==> src/rtl/wt_pkg.sv <==
`timescale 1ns/1ps
package wt_pkg;
   localparam int PRE_W      = 7;   // log2 of the largest fast divider (128)
   localparam int N_DIV      = 4;   // number of fast divider choices
   localparam int MODE_W     = 16;
   localparam int SEL_W      = 3;
   localparam int ACT_BASE   = 4;   // first action field in the mode word
   localparam int ACT_STRIDE = 6;   // fields per output: compare, period, trigger
   localparam int N_OUT      = 2;

   localparam logic [2:0] ADR_MODE = 3'd0;
   localparam logic [2:0] ADR_CMPA = 3'd1;
   localparam logic [2:0] ADR_CMPB = 3'd2;
   localparam logic [2:0] ADR_PER  = 3'd3;
   localparam logic [2:0] ADR_CMD  = 3'd4;
   localparam logic [2:0] ADR_CNT  = 3'd5;

   localparam int CMD_EN  = 0;
   localparam int CMD_DIS = 1;
   localparam int CMD_SW  = 2;

   typedef enum logic [1:0] {
      ACT_NONE = 2'd0,
      ACT_SET  = 2'd1,
      ACT_CLR  = 2'd2,
      ACT_TGL  = 2'd3
   } act_e;

   function automatic logic act_apply(input act_e a, input logic q);
      case (a)
         ACT_SET: return 1'b1;
         ACT_CLR: return 1'b0;
         ACT_TGL: return ~q;
         default: return q;
      endcase
   endfunction
endpackage

==> src/rtl/wt_tick_gen.sv <==
`timescale 1ns/1ps
module wt_tick_gen
   import wt_pkg::*;
(
   input  logic             clk,
   input  logic             rst_n,
   input  logic             run,
   input  logic             restart,
   input  logic [SEL_W-1:0] sel,
   input  logic             slow_clk,
   output logic             tick
);
   logic [PRE_W-1:0] pre_q;
   logic [2:0]       sync_q;
   logic [N_DIV-1:0] div_hit;
   logic             fast_hit;
   logic             slow_rise;

   always_ff @(posedge clk or negedge rst_n) begin
      if (!rst_n)       pre_q <= '0;
      else if (restart) pre_q <= '0;
      else if (run)     pre_q <= pre_q + 1'b1;
   end

   // divider j terminates when the low 2j+1 prescaler bits are all ones
   for (genvar j = 0; j < N_DIV; j++) begin : g_div
      assign div_hit[j] = &pre_q[2*j:0];
   end

   always_ff @(posedge clk or negedge rst_n) begin
      if (!rst_n) sync_q <= '0;
      else        sync_q <= {sync_q[1:0], slow_clk};
   end

   assign slow_rise = sync_q[1] & ~sync_q[2];
   assign fast_hit  = div_hit[sel[1:0]];
   assign tick      = run & (sel[2] ? slow_rise : fast_hit);
endmodule

==> src/rtl/wt_counter.sv <==
`timescale 1ns/1ps
module wt_counter #(
   parameter int CNT_W = 16
) (
   input  logic             clk,
   input  logic             rst_n,
   input  logic             tick,
   input  logic             restart,
   input  logic [CNT_W-1:0] period,
   output logic [CNT_W-1:0] cnt,
   output logic             per_hit
);
   assign per_hit = tick & (cnt == period);

   always_ff @(posedge clk or negedge rst_n) begin
      if (!rst_n)       cnt <= '0;
      else if (restart) cnt <= '0;
      else if (per_hit) cnt <= '0;
      else if (tick)    cnt <= cnt + 1'b1;
   end
endmodule

==> src/rtl/wt_wave_out.sv <==
`timescale 1ns/1ps
module wt_wave_out
   import wt_pkg::*;
(
   input  logic clk,
   input  logic rst_n,
   input  logic sw_hit,
   input  logic per_hit,
   input  logic cmp_hit,
   input  act_e sw_act,
   input  act_e per_act,
   input  act_e cmp_act,
   output logic q
);
   always_ff @(posedge clk or negedge rst_n) begin
      if (!rst_n)       q <= 1'b0;
      else if (sw_hit)  q <= act_apply(sw_act, q);
      else if (per_hit) q <= act_apply(per_act, q);
      else if (cmp_hit) q <= act_apply(cmp_act, q);
   end
endmodule

==> src/rtl/wave_timer_ch.sv <==
`timescale 1ns/1ps
module wave_timer_ch
   import wt_pkg::*;
#(
   parameter int CNT_W  = 16,
   parameter int DATA_W = 32
) (
   input  logic              clk,
   input  logic              rst_n,
   input  logic              slow_clk,
   input  logic              bus_we,
   input  logic [2:0]        bus_addr,
   input  logic [DATA_W-1:0] bus_wdata,
   output logic [DATA_W-1:0] bus_rdata,
   output logic              wave_a_o,
   output logic              wave_b_o,
   output logic [CNT_W-1:0]  cnt_o,
   output logic              clk_on_o
);
   if (CNT_W != 16 && CNT_W != 32) begin : g_bad_width
      $error("wave_timer_ch: CNT_W must be 16 or 32");
   end
   if (DATA_W < CNT_W || DATA_W < MODE_W) begin : g_bad_data
      $error("wave_timer_ch: DATA_W too narrow");
   end

   logic [MODE_W-1:0] mode_q;
   logic [CNT_W-1:0]  cmp_q [N_OUT];
   logic [CNT_W-1:0]  per_q;
   logic              on_q;
   logic              cmd_wr, sw_hit, tick, per_hit;
   logic [N_OUT-1:0]  wave;
   logic              unused_wdata;

   assign unused_wdata = ^bus_wdata;
   assign cmd_wr = bus_we && (bus_addr == ADR_CMD);
   assign sw_hit = cmd_wr && bus_wdata[CMD_SW];

   always_ff @(posedge clk or negedge rst_n) begin
      if (!rst_n) begin
         mode_q <= '0;
         per_q  <= '0;
         on_q   <= 1'b0;
      end else begin
         if (bus_we && bus_addr == ADR_MODE) mode_q <= bus_wdata[MODE_W-1:0];
         if (bus_we && bus_addr == ADR_PER)  per_q  <= bus_wdata[CNT_W-1:0];
         if (cmd_wr) begin
            if (bus_wdata[CMD_DIS])     on_q <= 1'b0;
            else if (bus_wdata[CMD_EN]) on_q <= 1'b1;
         end
      end
   end

   wt_tick_gen u_tick (
      .clk      (clk),
      .rst_n    (rst_n),
      .run      (on_q),
      .restart  (sw_hit),
      .sel      (mode_q[SEL_W-1:0]),
      .slow_clk (slow_clk),
      .tick     (tick)
   );

   wt_counter #(.CNT_W(CNT_W)) u_cnt (
      .clk     (clk),
      .rst_n   (rst_n),
      .tick    (tick),
      .restart (sw_hit),
      .period  (per_q),
      .cnt     (cnt_o),
      .per_hit (per_hit)
   );

   for (genvar i = 0; i < N_OUT; i++) begin : g_out
      localparam int B = ACT_BASE + ACT_STRIDE * i;
      localparam logic [2:0] ADR_OWN = ADR_CMPA + 3'(i);
      logic cmp_hit;

      always_ff @(posedge clk or negedge rst_n) begin
         if (!rst_n)                       cmp_q[i] <= '0;
         else if (bus_we && bus_addr == ADR_OWN) cmp_q[i] <= bus_wdata[CNT_W-1:0];
      end

      assign cmp_hit = tick && (cnt_o == cmp_q[i]);

      wt_wave_out u_out (
         .clk     (clk),
         .rst_n   (rst_n),
         .sw_hit  (sw_hit),
         .per_hit (per_hit),
         .cmp_hit (cmp_hit),
         .sw_act  (act_e'(mode_q[B+5:B+4])),
         .per_act (act_e'(mode_q[B+3:B+2])),
         .cmp_act (act_e'(mode_q[B+1:B])),
         .q       (wave[i])
      );
   end

   assign wave_a_o = wave[0];
   assign wave_b_o = wave[1];
   assign clk_on_o = on_q;

   always_comb begin
      case (bus_addr)
         ADR_MODE: bus_rdata = DATA_W'(mode_q);
         ADR_CMPA: bus_rdata = DATA_W'(cmp_q[0]);
         ADR_CMPB: bus_rdata = DATA_W'(cmp_q[1]);
         ADR_PER:  bus_rdata = DATA_W'(per_q);
         ADR_CMD:  bus_rdata = DATA_W'(on_q);
         ADR_CNT:  bus_rdata = DATA_W'(cnt_o);
         default:  bus_rdata = '0;
      endcase
   end
endmodule

==> config.mk <==
export PLATFORM = sky130hd
export DESIGN_NAME = wave_timer_ch
export DESIGN_NICKNAME = d
export VERILOG_FILES = /design/src/rtl/wt_pkg.sv /design/src/rtl/wt_tick_gen.sv /design/src/rtl/wt_counter.sv /design/src/rtl/wt_wave_out.sv /design/src/rtl/wave_timer_ch.sv
export SDC_FILE = /design/constraint.sdc
export NUM_CORES = 1
export LEC_CHECK = 0
export ABC_AREA = 1
export BUFFER_PORTS_ARGS = -buffer_cell sky130_fd_sc_hd__clkbuf_2
export CORE_MARGIN = 2
export CORE_UTILIZATION = 45
export CTS_CLUSTER_SIZE = 25
export DETAILED_ROUTE_END_ITERATION = 8
export GPL_TIMING_DRIVEN = 0
export PLACE_DENSITY = 0.65
export SETUP_SLACK_MARGIN = 0.5
export SYNTH_ARGS = -nofsm -noshare
export SYNTH_HDL_FRONTEND = slang
export SYNTH_SLANG_ARGS = --single-unit
==> constraint.sdc <==
create_clock -name clk -period 2.8 [get_ports clk]
set_input_delay 0.42 -clock clk [delete_from_list [all_inputs] [get_ports clk]]
set_output_delay 0.42 -clock clk [all_outputs]
set_load 0.01 [all_outputs]
### Yosys cells after proc, flatten, opt, wreduce, memory -nomap -nowiden

Index checks and enable logic that the tools add are counted.

* $add $sub $neg: 2
* bitwise logic cells: 6
* eq/ne operators: 30
* mux-type cells: 23
* reductions and logical operators: 22
* $lt $le $gt $ge: 1

Operators by type and width (number)
* $pmux 16 s6: 1
* $eq 16x16->1: 3
* $mux 16: 3
* $eq 2x2->1 const B: 12
* $pmux 1 s3: 6
* $add 16x1->16 const B: 1
* $mux 7: 2
* $eq 2x1->1 const B: 6
* $mux 1: 10
* $reduce_bool 5->1: 2
* $reduce_bool 3->1: 3
* $logic_and 1x1->1: 8
* $reduce_and 4->1: 2
* $add 7x1->7 const B: 1
* $reduce_and 7->1: 1
* $eq 3x2->1 const B: 2
* $eq 3x3->1 const B: 2
* $ne 5x1->1 const B: 1
* $ne 5x4->1 const B: 1
* $reduce_and 5->1: 1
* $ne 4x1->1 const B: 1
* $ne 4x4->1 const B: 1
* $reduce_bool 2->1: 2
* $and 1x1->1: 3
* other kinds (7): 9

* flip-flop bits (word level): 93
* input port bits: 39
* logic and storage cells: 94

### Longest topological paths before layout

Gate-level depths: netlist of the first run.

* word-level depth: 9
* mapped depth: 16

### Hierarchy

Synthesis of the first run repeated with hierarchy kept, for this count alone.

* cell total of the unflattened synthesis: 791
* area total of the unflattened synthesis: 5704.2 µm²

Modules (own cells, without submodules)
* wave_timer_ch: area an instance 3612.2 µm², seq. area each 1626.6 µm², cells an instance 461, instances 1
* wt_counter: area an instance 1342.5 µm², seq. area each 400.4 µm², cells an instance 228, instances 1
* wt_tick_gen: area an instance 556.8 µm², seq. area each 250.2 µm², cells an instance 70, instances 1
* wt_wave_out: area an instance 96.3 µm², seq. area each 25.0 µm², cells an instance 16, instances 2

### Worst setup path before layout of the first run

Ideal clock, no wire load.

* path kind: reg2reg
* start point: reg u_tick.pre_q[0]
* end point: reg u_cnt.cnt[7]
* path buffers: 1
* data arrival time: 1.756 ns
* cell stages (with the launch flop): 14
* path slack: 0.921 ns
* required time: 2.677 ns
* setup time: 0.123 ns
* cells stage by stage: dfrtp_1 > ha_1 > nand2_1 > nor2_4 > ha_1 > a21oi_1 > nand2_1 > nand2_2 > nand2_1 > nand2_1 > nand2_4 > buf_4 > a31oi_1 > nor3_1

* word-level cells in the longest chain between the ends: 8

Ends and longest elaborated chain
* start: declaration: RTL line wt_tick_gen.sv:13 `logic [PRE_W-1:0] pre_q;`
* start signal: assignment: RTL line wt_tick_gen.sv:22 `else if (run) pre_q <= pre_q + 1'b1;`
* $reduce_and 7->1, or another cell as far along: RTL line wt_tick_gen.sv:27 `assign div_hit[j] = &pre_q[2*j:0];`
* $bmux 1 s2 (*): RTL line wt_tick_gen.sv:36 `assign fast_hit = div_hit[sel[1:0]];`
* $mux 1 (not written as such) (*): RTL line wt_tick_gen.sv:36
* $mux 1 (*): RTL line wt_tick_gen.sv:37 `assign tick = run & (sel[2] ? slow_rise : fast_hit);`
* $and 1x1->1 (*): RTL line wt_tick_gen.sv:37
* $and 1x1->1: RTL line wt_counter.sv:13 `assign per_hit = tick & (cnt == period);`
* $mux 16: RTL line wt_counter.sv:18 `else if (per_hit) cnt <= '0;`
* $mux 16: RTL line wt_counter.sv:17 `else if (restart) cnt <= '0;`
* end signal: assignment: RTL line wt_counter.sv:19 `else if (tick) cnt <= cnt + 1'b1;`
* end: declaration: RTL line wt_counter.sv:10 `output logic [CNT_W-1:0] cnt,`

Every way passes the cells marked *; elsewhere a longest branch is shown, timed or not. The select of a mux whose other input is x is not followed.
A chain may end at the register's enable or synchronous reset.

### Worst setup path in the final report of the first run

* start point: in bus_addr[0]
* end point: out bus_rdata[6]

* word-level cells in the longest chain between the ends: 2

Ends and longest elaborated chain
* start: declaration: RTL line wave_timer_ch.sv:12 `input logic [2:0] bus_addr,`
* $eq 3x3->1, or another cell as far along: RTL line wave_timer_ch.sv:104 `case (bus_addr)`
* $pmux 16 s6 (*): RTL line wave_timer_ch.sv:104
* end: declaration: RTL line wave_timer_ch.sv:14 `output logic [DATA_W-1:0] bus_rdata,`

Every way passes the cells marked *; elsewhere a longest branch is shown, timed or not.

==> results.tsv, run 1 <==
stage	metric	value	unit
outcome	status	finished clean	
routing	first_pass_iters	6	
worst_setup_path	cpMaxStageDelayCell	clkbuf_4	
sta	report.final.slew_viol_count	0	
clocking	worstSkewPairLatency	0.35	ns
global_routing	grt_max_degree	64	
routing	ant_nets	0	
sta	setup_violations	0	
floorplan	die_area	13600	um^2
clocking	cts_buffers	9	
routing	route.detailed.drc	0	
power	pwr_density_cell	690	nW/um^2
sta	worst_hold_slack	0.0407	ns
worst_setup_path	cp_max_fo	10	
sta	fmax	0.447	GHz
worst_setup_path	path_cells	clkbuf_2 > inv_1 > nor2_1 > nand2_2 > inv_1 > clkbuf_4 > a21oi_1 > o211ai_1 > clkbuf_2	
yosys	yosys.area_share.simple	23.4	%
worst_setup_path	required	2.38	ns
clocking	clk_pin_slew_worst_paths	0.06	ns
sta	rsz0062_at_grt	true	
worst_setup_path	arrival	1.82	ns
routing	wl_per_cell	16.2	um
routing	via_per_inst	5.21	
floorplan	initial_core_util	45.7	%
yosys	yosys_warnings	0	
yosys	synth.ff_latch_count	93	
yosys	synth_fa_ha_area_share	3.08	%
yosys	synth_top_flop_cell	dfrtp_1	
yosys	synthXorXnorAreaFrac	6.92	%
clocking	cts_tree	yes	
yosys	synth.distinct_cells	41	
worst_setup_path	slowest_delay	0.28	ns
floorplan	die_y	116	um
clocking	clock_sinks	93	
global_routing	grt_overflow	0	
sta	period_share	79.8	%
sta	skew	0.00675	ns
layout	layout.nets	888	
yosys	synth_enable_flop_cells	0	
sta	hold_violations	0	
floorplan	fp.dieW	116	um
yosys	syn_inst	747	
worst_setup_path	worstSetupStartpointType	primary input	
power	fin_total_pwr	4.60	mW
placed_design	dp_hpwl	12300	um
yosys	syn_area	5690	um^2
layout	utilization	53.4	%
yosys	synth_compound_area_share	14.5	%
sta	fin_crit	2.24	ns
layout	synthToLayoutAreaGrowth	17.0	%
routing	drt-initial-drc-count	364	
placed_design	routabilityCongestion	0.937	
worst_setup_path	crit_family	buffers and inverters	
yosys	synth.area.mux_share	0	%
sta	worst_slew_pin_slew	0.640	ns
power	ir_worst_vdd	412	uV
global_routing	track_usage	25.3	%
layout	num_antenna_cells	0	
global_routing	grt_pass1_vias	5030	
yosys	synth-seq-area-share	40.9	%
global_routing	grt_pass1_wl	25700	um
worst_setup_path	cp.buffers_inverters	5	
worst_setup_path	path_class	in -> out	
yosys	yosys-top-cells-area	dfrtp_1 (41%), nand2_1 (13%), o21ai_0 (7.1%)	
clocking	htreeDepth	3	
sta	tns	0	ns
clocking	clockBufferDepth	2	
floorplan	num_rows	41	
clocking	cts_root_buffer	clkbuf_16	
layout	drive_gt1_share	17.9	%
worst_setup_path	r2r_slack	0.61	ns
yosys	synth_top_area_share	40.9	%
yosys	yosysMostFrequentCell	nand2_1	
global_routing	antenna_found_initial	0	
yosys	yosys-top-cells-count	nand2_1 (191), dfrtp_1 (93), inv_1 (87), o21ai_0 (81), nor2_1 (51)	
yosys	synth_top_family_by_area	simple AND/OR/NAND/NOR gates	
job	maxCapViolCount	0	
floorplan	ios	90	
worst_setup_path	end_kind	output pin	
yosys	synthDominantAreaCellType	dfrtp_1	
yosys	async_flop_share	100	%
floorplan	core_area	12500	um^2
sta	slew_headroom	57.3	%
power	p_leak	3.44	nW
routing	dr_total_vias	5269	
placed_design	port_buffers	57	
routing	drt_wl_total	16400	um
hold_path	hp-class	in -> async	
yosys	synth.avg_cell_area	7.62	um^2
timing repair:
item / in CTS / in global routing
resized for setup: 8 / 8
setup buffers: 0 / 4
hold buffers: 0 / 0
setup endpoints to repair: 15 / 13
pin swaps: 0 / 2
kinds of logic (layout without fill, tap and decap cells):
kind of cell / Yosys count / in the layout
buffers and inverters: 144 / 222
adders and majority gates: 14 / 14
and+or+nand+nor: 309 / 309
DFF: 93 / 93
xor gates and xnor gates: 45 / 45
AOI/OAI and AO/OA: 141 / 141
other: 1 / 16
worst paths after layout:
path                             startpoint                to  cells after the start
max in group asynchronous             rst_n     u_cnt.cnt[14]                      2
setup reg to reg            u_tick.pre_q[0]     u_cnt.cnt[11]                     13
min in group clk                   slow_clk  u_tick.sync_q[0]                      1
hold / removal                        rst_n   u_tick.pre_q[1]                      1
hold reg to reg            u_tick.sync_q[0]  u_tick.sync_q[1]                      0
setup / recovery                bus_addr[0]      bus_rdata[6]                      9
flip-flops by register name, indices dropped and copies added (netlist names):
name	count
clk_on_o	1
mode_q	16
u_tick.pre_q	7
per_q	16
u_cnt.cnt	16
cmp_q	32
u_tick.sync_q	3
g_out.u_out.q	2
power by group:
part	internal (mW)	switching, mW
combinational	0.557	0.861
sequential	1.61	0.268
clock	0.761	0.540
total	2.93	1.67
placed cells by master (no fill, tap or decap), types with 4 or more instances in the layout:
| master | count |
|---|---|
| xor2_1 | 24 |
| conb_1 | 16 |
| clkbuf_1 | 12 |
| a22oi_1 | 16 |
| dfrtp_1 | 93 |
| nand2_2 | 6 |
| clkbuf_16 | 9 |
| a21oi_1 | 14 |
| nor2_1 | 51 |
| o22ai_1 | 6 |
| buf_2 | 12 |
| ha_1 | 14 |
| clkbuf_4 | 4 |
| buf_4 | 23 |
| a31oi_1 | 5 |
| clkbuf_2 | 58 |
| nor2_2 | 6 |
| nor3_1 | 15 |
| nand3_1 | 26 |
| o21ai_0 | 80 |
| inv_2 | 8 |
| nand2_1 | 189 |
| o211ai_1 | 5 |
| xnor2_1 | 21 |
| inv_1 | 86 |
final cells by class:
type | count | area (um^2)
Buffer | 49 | 292
Clock buffer | 12 | 267
Clock inverter | 4 | 45.0
Fill cell | 1243 | 5810
Inverter | 95 | 359
Multi-Input combinational cell | 525 | 2810
Sequential cell | 93 | 2330
Tap cell | 172 | 215
Timing Repair Buffer | 62 | 345
metrics by stage:
step           worst slack (ns)  instances  cell area (um^2)
6_report                  0.564       1012              6660
5_1_grt                   0.476       1012              6660
4_1_cts                   0.428       1008              6600
3_5_place_dp              0.283        992              6280
3_3_place_gp              0.147        991              6250
2_1_floorplan             0.921        762              5750
routing by layer:
| metal | GRT usage [%] | vias to the layer above | part of all wire [%] |
|---|---|---|---|
| met4 | 11.2 | 0 | 3.1 |
| met5 | 0 | - | 0 |
| met1 | 33.7 | 2499 | 43 |
| met2 | 41.1 | 194 | 47 |
| met3 | 3.74 | 36 | 6.8 |
| li1 | - | 2540 | - |
(Power assumes the default switching activity.)
==> run 2, diff against run 1 <==
--- a/config.mk
+++ b/config.mk
@@ -5,7 +5,7 @@
 export SDC_FILE = /design/constraint.sdc
 export NUM_CORES = 1
 export LEC_CHECK = 0
-export ABC_AREA = 1
+export ABC_AREA = 0
 export BUFFER_PORTS_ARGS = -buffer_cell sky130_fd_sc_hd__clkbuf_2
 export CORE_MARGIN = 2
 export CORE_UTILIZATION = 45
==> constraint.sdc (replaced) <==
create_clock -name clk -period 2.1 [get_ports clk]
set_input_delay 0.315 -clock clk [delete_from_list [all_inputs] [get_ports clk]]
set_output_delay 0.315 -clock clk [all_outputs]
set_load 0.01 [all_outputs]
==> results.tsv, run 2 <==
stage	metric	value	unit	change
routing	first_pass_iters	5		was 6
floorplan	fp.dieW	117	um	was 116 um
clocking	cts_tree	yes		unchanged
routing	wl_per_cell	20.1	um	was 16.2 um
worst_setup_path	cpMaxStageDelayCell	a2111oi_2		was clkbuf_4
power	combPwrFrac	41.8	%	was 30.8%
layout	final_common_cell	dfrtp_1		was nand2_1
worst_setup_path	end_kind	register		was output pin
layout	num_antenna_cells	0		unchanged
yosys	synthDominantAreaCellType	dfrtp_1		unchanged
sta	report.final.slew_viol_count	0		unchanged
yosys	syn_inst	529		was 747
layout	fillers	1049		was 1243
placed_design	routabilityCongestion	0.913		was 0.937
global_routing	grt_overflow	0		unchanged
power	switching_share	36.2	%	was 36.3%
global_routing	track_usage	25.0	%	was 25.3%
routing	route.detailed.drc	0		unchanged
worst_setup_path	worstSetupStartpointType	register		was primary input
clocking	clk_pin_slew_worst_paths	0.07	ns	was 0.06 ns
hold_path	min_from	slow_clk		
power	pwr_density_cell	987	nW/um^2	was 690 nW/um^2
worst_setup_path	slowest_delay	0.41	ns	was 0.28 ns
global_routing	grt_pass1_vias	4399		was 5030
sta	skew	0.00684	ns	was 0.00675 ns
worst_setup_path	crit_start	u_tick.pre_q[0]		was bus_addr[0]
yosys	synth-seq-area-share	40.5	%	was 40.9%
routing	ant_nets	0		unchanged
worst_setup_path	r2r_slack	-0.29	ns	was 0.61 ns
power	netSwitchingPower	2.69	mW	was 1.67 mW
sta	rsz0062_at_grt	true		unchanged
yosys	synth_enable_flop_cells	0		unchanged
clocking	clockBufferDepth	2		unchanged
placed_design	port_buffers	56		was 57
sta	fin_crit	2.39	ns	
worst_setup_path	r2r_end	u_cnt.cnt[7]		was u_cnt.cnt[11]
yosys	synth_top_flop_cell	dfrtp_1		unchanged
layout	layout.nets	705		was 888
placed_design	place_area	6470	um^2	was 6280 um^2
sta	finalWorstSetupSlack	-0.285	ns	was 0.564 ns
routing	drt-initial-drc-count	361		was 364
yosys	yosys-top-cells-area	dfrtp_1 (40%), mux2_2 (12%), xor2_1 (4.9%)		was dfrtp_1 (41%), nand2_1 (13%), o21ai_0 (7.1%)
sta	tns	-2.86	ns	was 0 ns
yosys	synth_top_area_share	40.5	%	was 40.9%
power	ir_worst_vdd	428	uV	was 412 uV
placed_design	dp_hpwl	11200	um	was 12300 um
global_routing	grt_max_degree	60		was 64
floorplan	core_area	12600	um^2	was 12500 um^2
layout	utilization	59.9	%	was 53.4%
worst_setup_path	crit_top_cell	buf_4		
layout	multi_input_comb_area	3410	um^2	was 2810 um^2
floorplan	die_y	117	um	was 116 um
floorplan	ios	90		unchanged
layout	fin_area	7530	um^2	was 6660 um^2
power	p_leak	3.37	nW	was 3.44 nW
worst_setup_path	rr_worst_depth	12		was 13
floorplan	num_rows	41		unchanged
layout	mostFrequentLayoutCells	dfrtp_1 (90), mux2_2 (59), buf_4 (55)		was nand2_1 (189), dfrtp_1 (93), inv_1 (86)
hold_path	min_path_cells	1		
routing	dr_total_vias	4500		was 5269
job	maxCapViolCount	0		unchanged
layout	ff_latch_area	2330	um^2	about the same
sta	period_share	114	%	
layout	regMostFlops	cmp_q		unchanged
global_routing	grt_pass1_wl	25000	um	was 25700 um
clocking	cts_root_buffer	clkbuf_16		unchanged
worst_setup_path	required	2.34	ns	was 2.38 ns
routing	via_per_inst	5.44		was 5.21
power	p_clk_share	21.9	%	was 28.3%
worst_setup_path	path_class	reg -> reg		was in -> out
worst_setup_path	cp.buffers_inverters	4		was 5
worst_setup_path	crit_family	compound AO/OA/AOI/OAI gates		was buffers and inverters
worst_setup_path	cp_max_fo	6		was 10
worst_setup_path	arrival	2.63	ns	was 1.82 ns
power	power.share.sequential	36.3	%	was 40.8%
power	fin_total_pwr	7.44	mW	was 4.60 mW
clocking	htreeDepth	3		unchanged
yosys	synth.ff_latch_count	93		unchanged
sta	setup_violations	17		was 0
clocking	cts_buffers	9		unchanged
yosys	async_flop_share	100	%	unchanged
sta	slew_headroom	63.4	%	was 57.3%
hold_path	hold_end	u_tick.sync_q[0]		
routing	drt_wl_total	16600	um	was 16400 um
floorplan	initial_core_util	45.7	%	about the same
yosys	yosysMostFrequentCell	dfrtp_1		was nand2_1
yosys	syn_area	5750	um^2	was 5690 um^2
worst_setup_path	timing.rr.start	u_tick.pre_q[0]		unchanged
outcome	violations	setup timing		
yosys	synth.avg_cell_area	10.9	um^2	was 7.62 um^2
layout	drive_gt1_share	47.6	%	was 17.9%
hold_path	hp-class	in -> reg		was in -> async
layout	synthToLayoutAreaGrowth	31.0	%	was 17.0%
yosys	yosys_warnings	0		unchanged
yosys	yosys-top-cells-count	dfrtp_1 (93), mux2_2 (62), nor2_1 (34), xor2_1 (32), xnor2_1 (26)		was nand2_1 (191), dfrtp_1 (93), inv_1 (87), o21ai_0 (81), nor2_1 (51)
sta	hold_violations	0		unchanged
outcome	status	complete, but fails checks		was finished clean
power	internal-power	4.74	mW	was 2.93 mW
clocking	clock_sinks	93		unchanged
worst_setup_path	path_cells	ha_2 > buf_4 > buf_4 > ha_1 > mux2i_1 > nand2_1 > o2111ai_4 > buf_4 > buf_4 > a2111oi_2 > xnor2_1 > nor2_4		was clkbuf_2 > inv_1 > nor2_1 > nand2_2 > inv_1 > clkbuf_4 > a21oi_1 > o211ai_1 > clkbuf_2
clocking	worstSkewPairLatency	0.36	ns	was 0.35 ns
sta	worst_slew_pin_slew	0.548	ns	was 0.640 ns
layout	largest_register_ffs	32		unchanged
yosys	synth.distinct_cells	57		was 41
global_routing	antenna_found_initial	0		unchanged
floorplan	die_area	13700	um^2	was 13600 um^2
sta	fmax	0.419	GHz	
-- run 2: how the worst max path moves through the flow --
stage / end / slack, ns / cells after the start
finish: u_cnt.cnt[7] / -0.29 / 12
global route: u_cnt.cnt[7] / -0.37 / 12
CTS: g_out[1].u_out.q / -0.24 / 9
detailed placement: g_out[1].u_out.q / -0.46 / 7
global placement: cmp_q[25] / -0.47 / 1
floorplan: g_out[1].u_out.q / -0.13 / 9
-- run 2: worst reg2reg max path: cells and delay by family, from the launching register on --
| kind | cells | cell delay, ns |
|---|---|---|
| compound gates | 2 | 0.58 |
| buf+inv | 4 | 0.53 |
| flops | 1 | 0.37 |
| fa+ha+maj | 2 | 0.34 |
| xor+xnor | 1 | 0.23 |
| simple gates | 2 | 0.17 |
| mux | 1 | 0.06 |
-- run 2: per-layer routing --
| metal | share of wire, % | track usage [%] | vias to the layer above |
|---|---|---|---|
| met2 | 49 | 40.8 | 149 |
| met5 | 0 | 0 | - |
| met1 | 43 | 33.1 | 2260 |
| met4 | 2.3 | 8.94 | 0 |
| met3 | 5.2 | 5.46 | 28 |
| li1 | - | - | 2063 |
-- run 2: what timing repair did --
item | in CTS | in global routing
hold endpoints to repair | 34 | 0
hold buffers | 1 | 0
resized for setup | 62 | 67
endpoints found under the setup margin | 65 | 44
buffers inserted | 20 | 15
pin swaps | 12 | 16
cloned | 2 | 2
-- run 2: power groups by stage --
stage | sequential (mW) | combinational, mW | clock (mW)
final | 2.70 | 3.11 | 1.63
after global routing | 2.76 | 3.34 | 1.74
after CTS | 2.67 | 2.82 | 1.66
after detailed placement | 2.72 | 2.51 | 0
after global placement | 2.70 | 2.46 | 0
after floorplan | 2.64 | 1.79 | 0
-- run 2: metrics by stage --
stage,setup slack (ns),hold WS (ns),std cells
after detailed placement,-0.465,0.337,773
after global placement,-0.469,0.336,772
final,-0.285,0.0673,827
after CTS,-0.238,0.0652,810
after floorplan,-0.129,0.0194,544
after global routing,-0.375,0.0693,827
-- run 2: cells by family (layout without fill, tap and decap cells) --
logic type	after synthesis	after routing	synth area share [%]
AO/OA/AOI/OAI	69	69	8.62
XOR/XNOR	61	61	9.68
adder cells (fa/ha/maj)	14	14	3.05
buffers and inverters	78	189	7.97
flip-flops	93	93	40.5
multiplexers	93	93	19.1
other	1	16	0.0652
AND/OR/NAND/NOR	120	120	11.1
-- run 2: cell type report --
class / count / area share (%)
buffer: 57 / 7.32
clock buffer: 12 / 3.27
clock inverter: 2 / 0.465
inverter: 21 / 1.06
multi-input combinational: 373 / 45.3
sequential: 93 / 30.9
tap: 172 / 2.86
timing repair buffer: 97 / 8.75
==> run 3, diff against run 2 <==
--- a/config.mk
+++ b/config.mk
@@ -9,6 +9,7 @@
 export BUFFER_PORTS_ARGS = -buffer_cell sky130_fd_sc_hd__clkbuf_2
 export CORE_MARGIN = 2
 export CORE_UTILIZATION = 45
+export CTS_BUF_LIST = sky130_fd_sc_hd__clkbuf_2 sky130_fd_sc_hd__clkbuf_4 sky130_fd_sc_hd__clkbuf_8
 export CTS_CLUSTER_SIZE = 25
 export DETAILED_ROUTE_END_ITERATION = 8
 export GPL_TIMING_DRIVEN = 0
==> results.tsv, run 3 (same netlist as run 2, synthesis figures left out) <==
stage	metric	value	unit	change
layout	fillers	1076		was 1049
sta	tns	-2.66	ns	was -2.86 ns
routing	first_pass_iters	5		unchanged
worst_setup_path	arrival	2.63	ns	about the same
sta	worst_slew_pin_slew	0.542	ns	was 0.548 ns
clocking	cts_buffers	9		unchanged
power	p_clk_share	17.8	%	was 21.9%
routing	ant_nets	0		unchanged
layout	num_antenna_cells	0		unchanged
placed_design	routabilityCongestion	0.913		unchanged
layout	drive_gt1_share	46.8	%	was 47.6%
worst_setup_path	end_kind	register		unchanged
worst_setup_path	worstSetupStartpointType	register		unchanged
sta	rsz0062_at_grt	true		unchanged
layout	ff_latch_area	2330	um^2	about the same
power	internal-power	4.36	mW	was 4.74 mW
global_routing	grt_pass1_wl	24800	um	was 25000 um
layout	regMostFlops	cmp_q		unchanged
routing	route.detailed.drc	0		unchanged
clocking	clockBufferDepth	2		unchanged
global_routing	grt_overflow	0		unchanged
layout	final_common_cell	dfrtp_1		unchanged
global_routing	grt_max_degree	60		unchanged
worst_setup_path	slowest_delay	0.39	ns	was 0.41 ns
sta	fin_crit	2.35	ns	was 2.39 ns
floorplan	die_y	117	um	unchanged
placed_design	port_buffers	56		unchanged
outcome	status	complete, but fails checks		unchanged
worst_setup_path	cpMaxStageDelayCell	a2111oi_2		unchanged
power	fin_total_pwr	6.99	mW	was 7.44 mW
sta	skew	0.0139	ns	was 0.00684 ns
power	pwr_density_cell	955	nW/um^2	was 987 nW/um^2
routing	drt-initial-drc-count	319		was 361
clocking	clk_pin_slew_worst_paths	0.10	ns	was 0.07 ns
power	p_leak	3.31	nW	was 3.37 nW
global_routing	track_usage	24.7	%	was 25.0%
worst_setup_path	cp_max_fo	5		was 6
floorplan	num_rows	41		unchanged
worst_setup_path	path_class	reg -> reg		unchanged
outcome	violations	setup timing		unchanged
power	combPwrFrac	43.7	%	was 41.8%
sta	setup_violations	17		unchanged
sta	fmax	0.425	GHz	was 0.419 GHz
power	ir_worst_vdd	511	uV	was 428 uV
job	maxCapViolCount	0		unchanged
routing	dr_total_vias	4551		was 4500
hold_path	hp-class	in -> reg		unchanged
routing	via_per_inst	5.51		was 5.44
worst_setup_path	required	2.38	ns	was 2.34 ns
worst_setup_path	crit_top_cell	buf_4		unchanged
worst_setup_path	path_cells	ha_2 > and3_4 > ha_4 > nand2b_1 > nand3b_1 > o2111ai_4 > buf_4 > buf_4 > a2111oi_2 > xnor2_1 > nor2_4		was ha_2 > buf_4 > buf_4 > ha_1 > mux2i_1 > nand2_1 > o2111ai_4 > buf_4 > buf_4 > a2111oi_2 > xnor2_1 > nor2_4
floorplan	initial_core_util	45.7	%	unchanged
sta	report.final.slew_viol_count	0		unchanged
layout	largest_register_ffs	32		unchanged
layout	synthToLayoutAreaGrowth	27.4	%	was 31.0%
clocking	htreeDepth	3		unchanged
power	power.share.sequential	38.5	%	was 36.3%
routing	wl_per_cell	19.9	um	was 20.1 um
floorplan	die_area	13700	um^2	unchanged
layout	mostFrequentLayoutCells	dfrtp_1 (91), mux2_2 (59), buf_4 (55)		was dfrtp_1 (90), mux2_2 (59), buf_4 (55)
routing	drt_wl_total	16500	um	was 16600 um
clocking	worstSkewPairLatency	0.39	ns	was 0.36 ns
global_routing	grt_pass1_vias	4361		was 4399
floorplan	fp.dieW	117	um	unchanged
power	netSwitchingPower	2.64	mW	was 2.69 mW
sta	period_share	112	%	was 114%
sta	slew_headroom	63.8	%	was 63.4%
power	switching_share	37.7	%	was 36.2%
floorplan	ios	90		unchanged
clocking	clock_sinks	93		unchanged
clocking	cts_tree	yes		unchanged
sta	hold_violations	0		unchanged
sta	finalWorstSetupSlack	-0.250	ns	was -0.285 ns
layout	multi_input_comb_area	3350	um^2	was 3410 um^2
global_routing	antenna_found_initial	0		unchanged
layout	layout.nets	704		was 705
clocking	cts_root_buffer	clkbuf_8		was clkbuf_16
floorplan	core_area	12600	um^2	unchanged
placed_design	dp_hpwl	11200	um	unchanged
## run 3: changes by cell type in the layout (fill, tap and decap cells not counted), moves of 2 or more
cell,previous run,this run
a211oi_1,5,7
a211oi_2,2,0
buf_2,20,18
buf_6,20,22
clkbuf_1,4,2
clkbuf_16,11,1
clkbuf_4,6,9
clkbuf_8,5,13
nor2_2,2,8
nor2_4,10,3
## run 3: cell type report
class                           instances  share of cell area (%)
Buffer                                 57                    7.23
Timing Repair Buffer                   96                    8.61
Inverter                               21                    1.09
Sequential cell                        93                    31.8
Clock inverter                          2                   0.478
Clock buffer                           12                    2.08
Multi-Input combinational cell        373                    45.8
Tap cell                              172                    2.94
## run 3: power by group through the flow
stage          registers [mW]  clock network (mW)  logic (mW)
2_1_floorplan            2.64                   0        1.79
3_3_place_gp             2.70                   0        2.46
3_5_place_dp             2.72                   0        2.51
4_1_cts                  2.67                1.27        2.80
5_1_grt                  2.75                1.33        3.29
6_report                 2.69                1.25        3.06
## run 3: path summary, 6_finish.rpt
kind                            slack (ns)               end  depth (start not counted)             start
worst max-delay path                 -0.25      u_cnt.cnt[7]                         11   u_tick.pre_q[0]
worst min-delay path                  0.05  u_tick.sync_q[0]                          1          slow_clk
worst max register to register       -0.25      u_cnt.cnt[7]                         11   u_tick.pre_q[0]
worst min register to register        0.35  u_tick.sync_q[1]                          0  u_tick.sync_q[0]
max in group asynchronous             0.92         mode_q[9]                          3             rst_n
min in group asynchronous             0.47   u_tick.pre_q[5]                          2             rst_n
## run 3: routing by layer
layer	global-route usage [%]	vias up	wire, um
met3	4.17	38	993
met2	39.7	171	7980
li1	-	2070	-
met1	33.4	2272	7030
met4	9.80	0	460
met5	0	-	0
## run 3: timing repair
| action | in CTS | in global routing |
|---|---|---|
| hold buffers | 1 | 0 |
| pin swaps | 12 | 6 |
| gates cloned | 0 | 3 |
| setup buffers | 20 | 15 |
| endpoints found under the hold margin | 34 | 0 |
| gates resized for setup | 52 | 64 |
| endpoints found under the setup margin | 65 | 59 |
## run 3: per-stage QoR
stage / cell area (um^2) / std cells / hold WS [ns] / setup WS (ns) / utilization [%]
after floorplan: 5940 / 544 / 0.0194 / -0.129 / -
after global placement: 6440 / 772 / 0.336 / -0.469 / 51.2
after detailed placement: 6470 / 773 / 0.337 / -0.465 / 51.5
after CTS: 7000 / 808 / 0.0223 / -0.241 / 55.7
after global routing: 7320 / 826 / 0.0363 / -0.380 / 58.3
final: 7320 / 826 / 0.0456 / -0.250 / 58.3
## run 3: worst max-delay path: cells and delay by family (launching register included)
family                     cells  cell delay [ns]
xor gates and xnor gates       1             0.23
adders and majority gates      2             0.31
buffers and inverters          2             0.33
and+or+nand+nor                4             0.43
AOI/OAI and AO/OA              2             0.56
DFF                            1             0.37
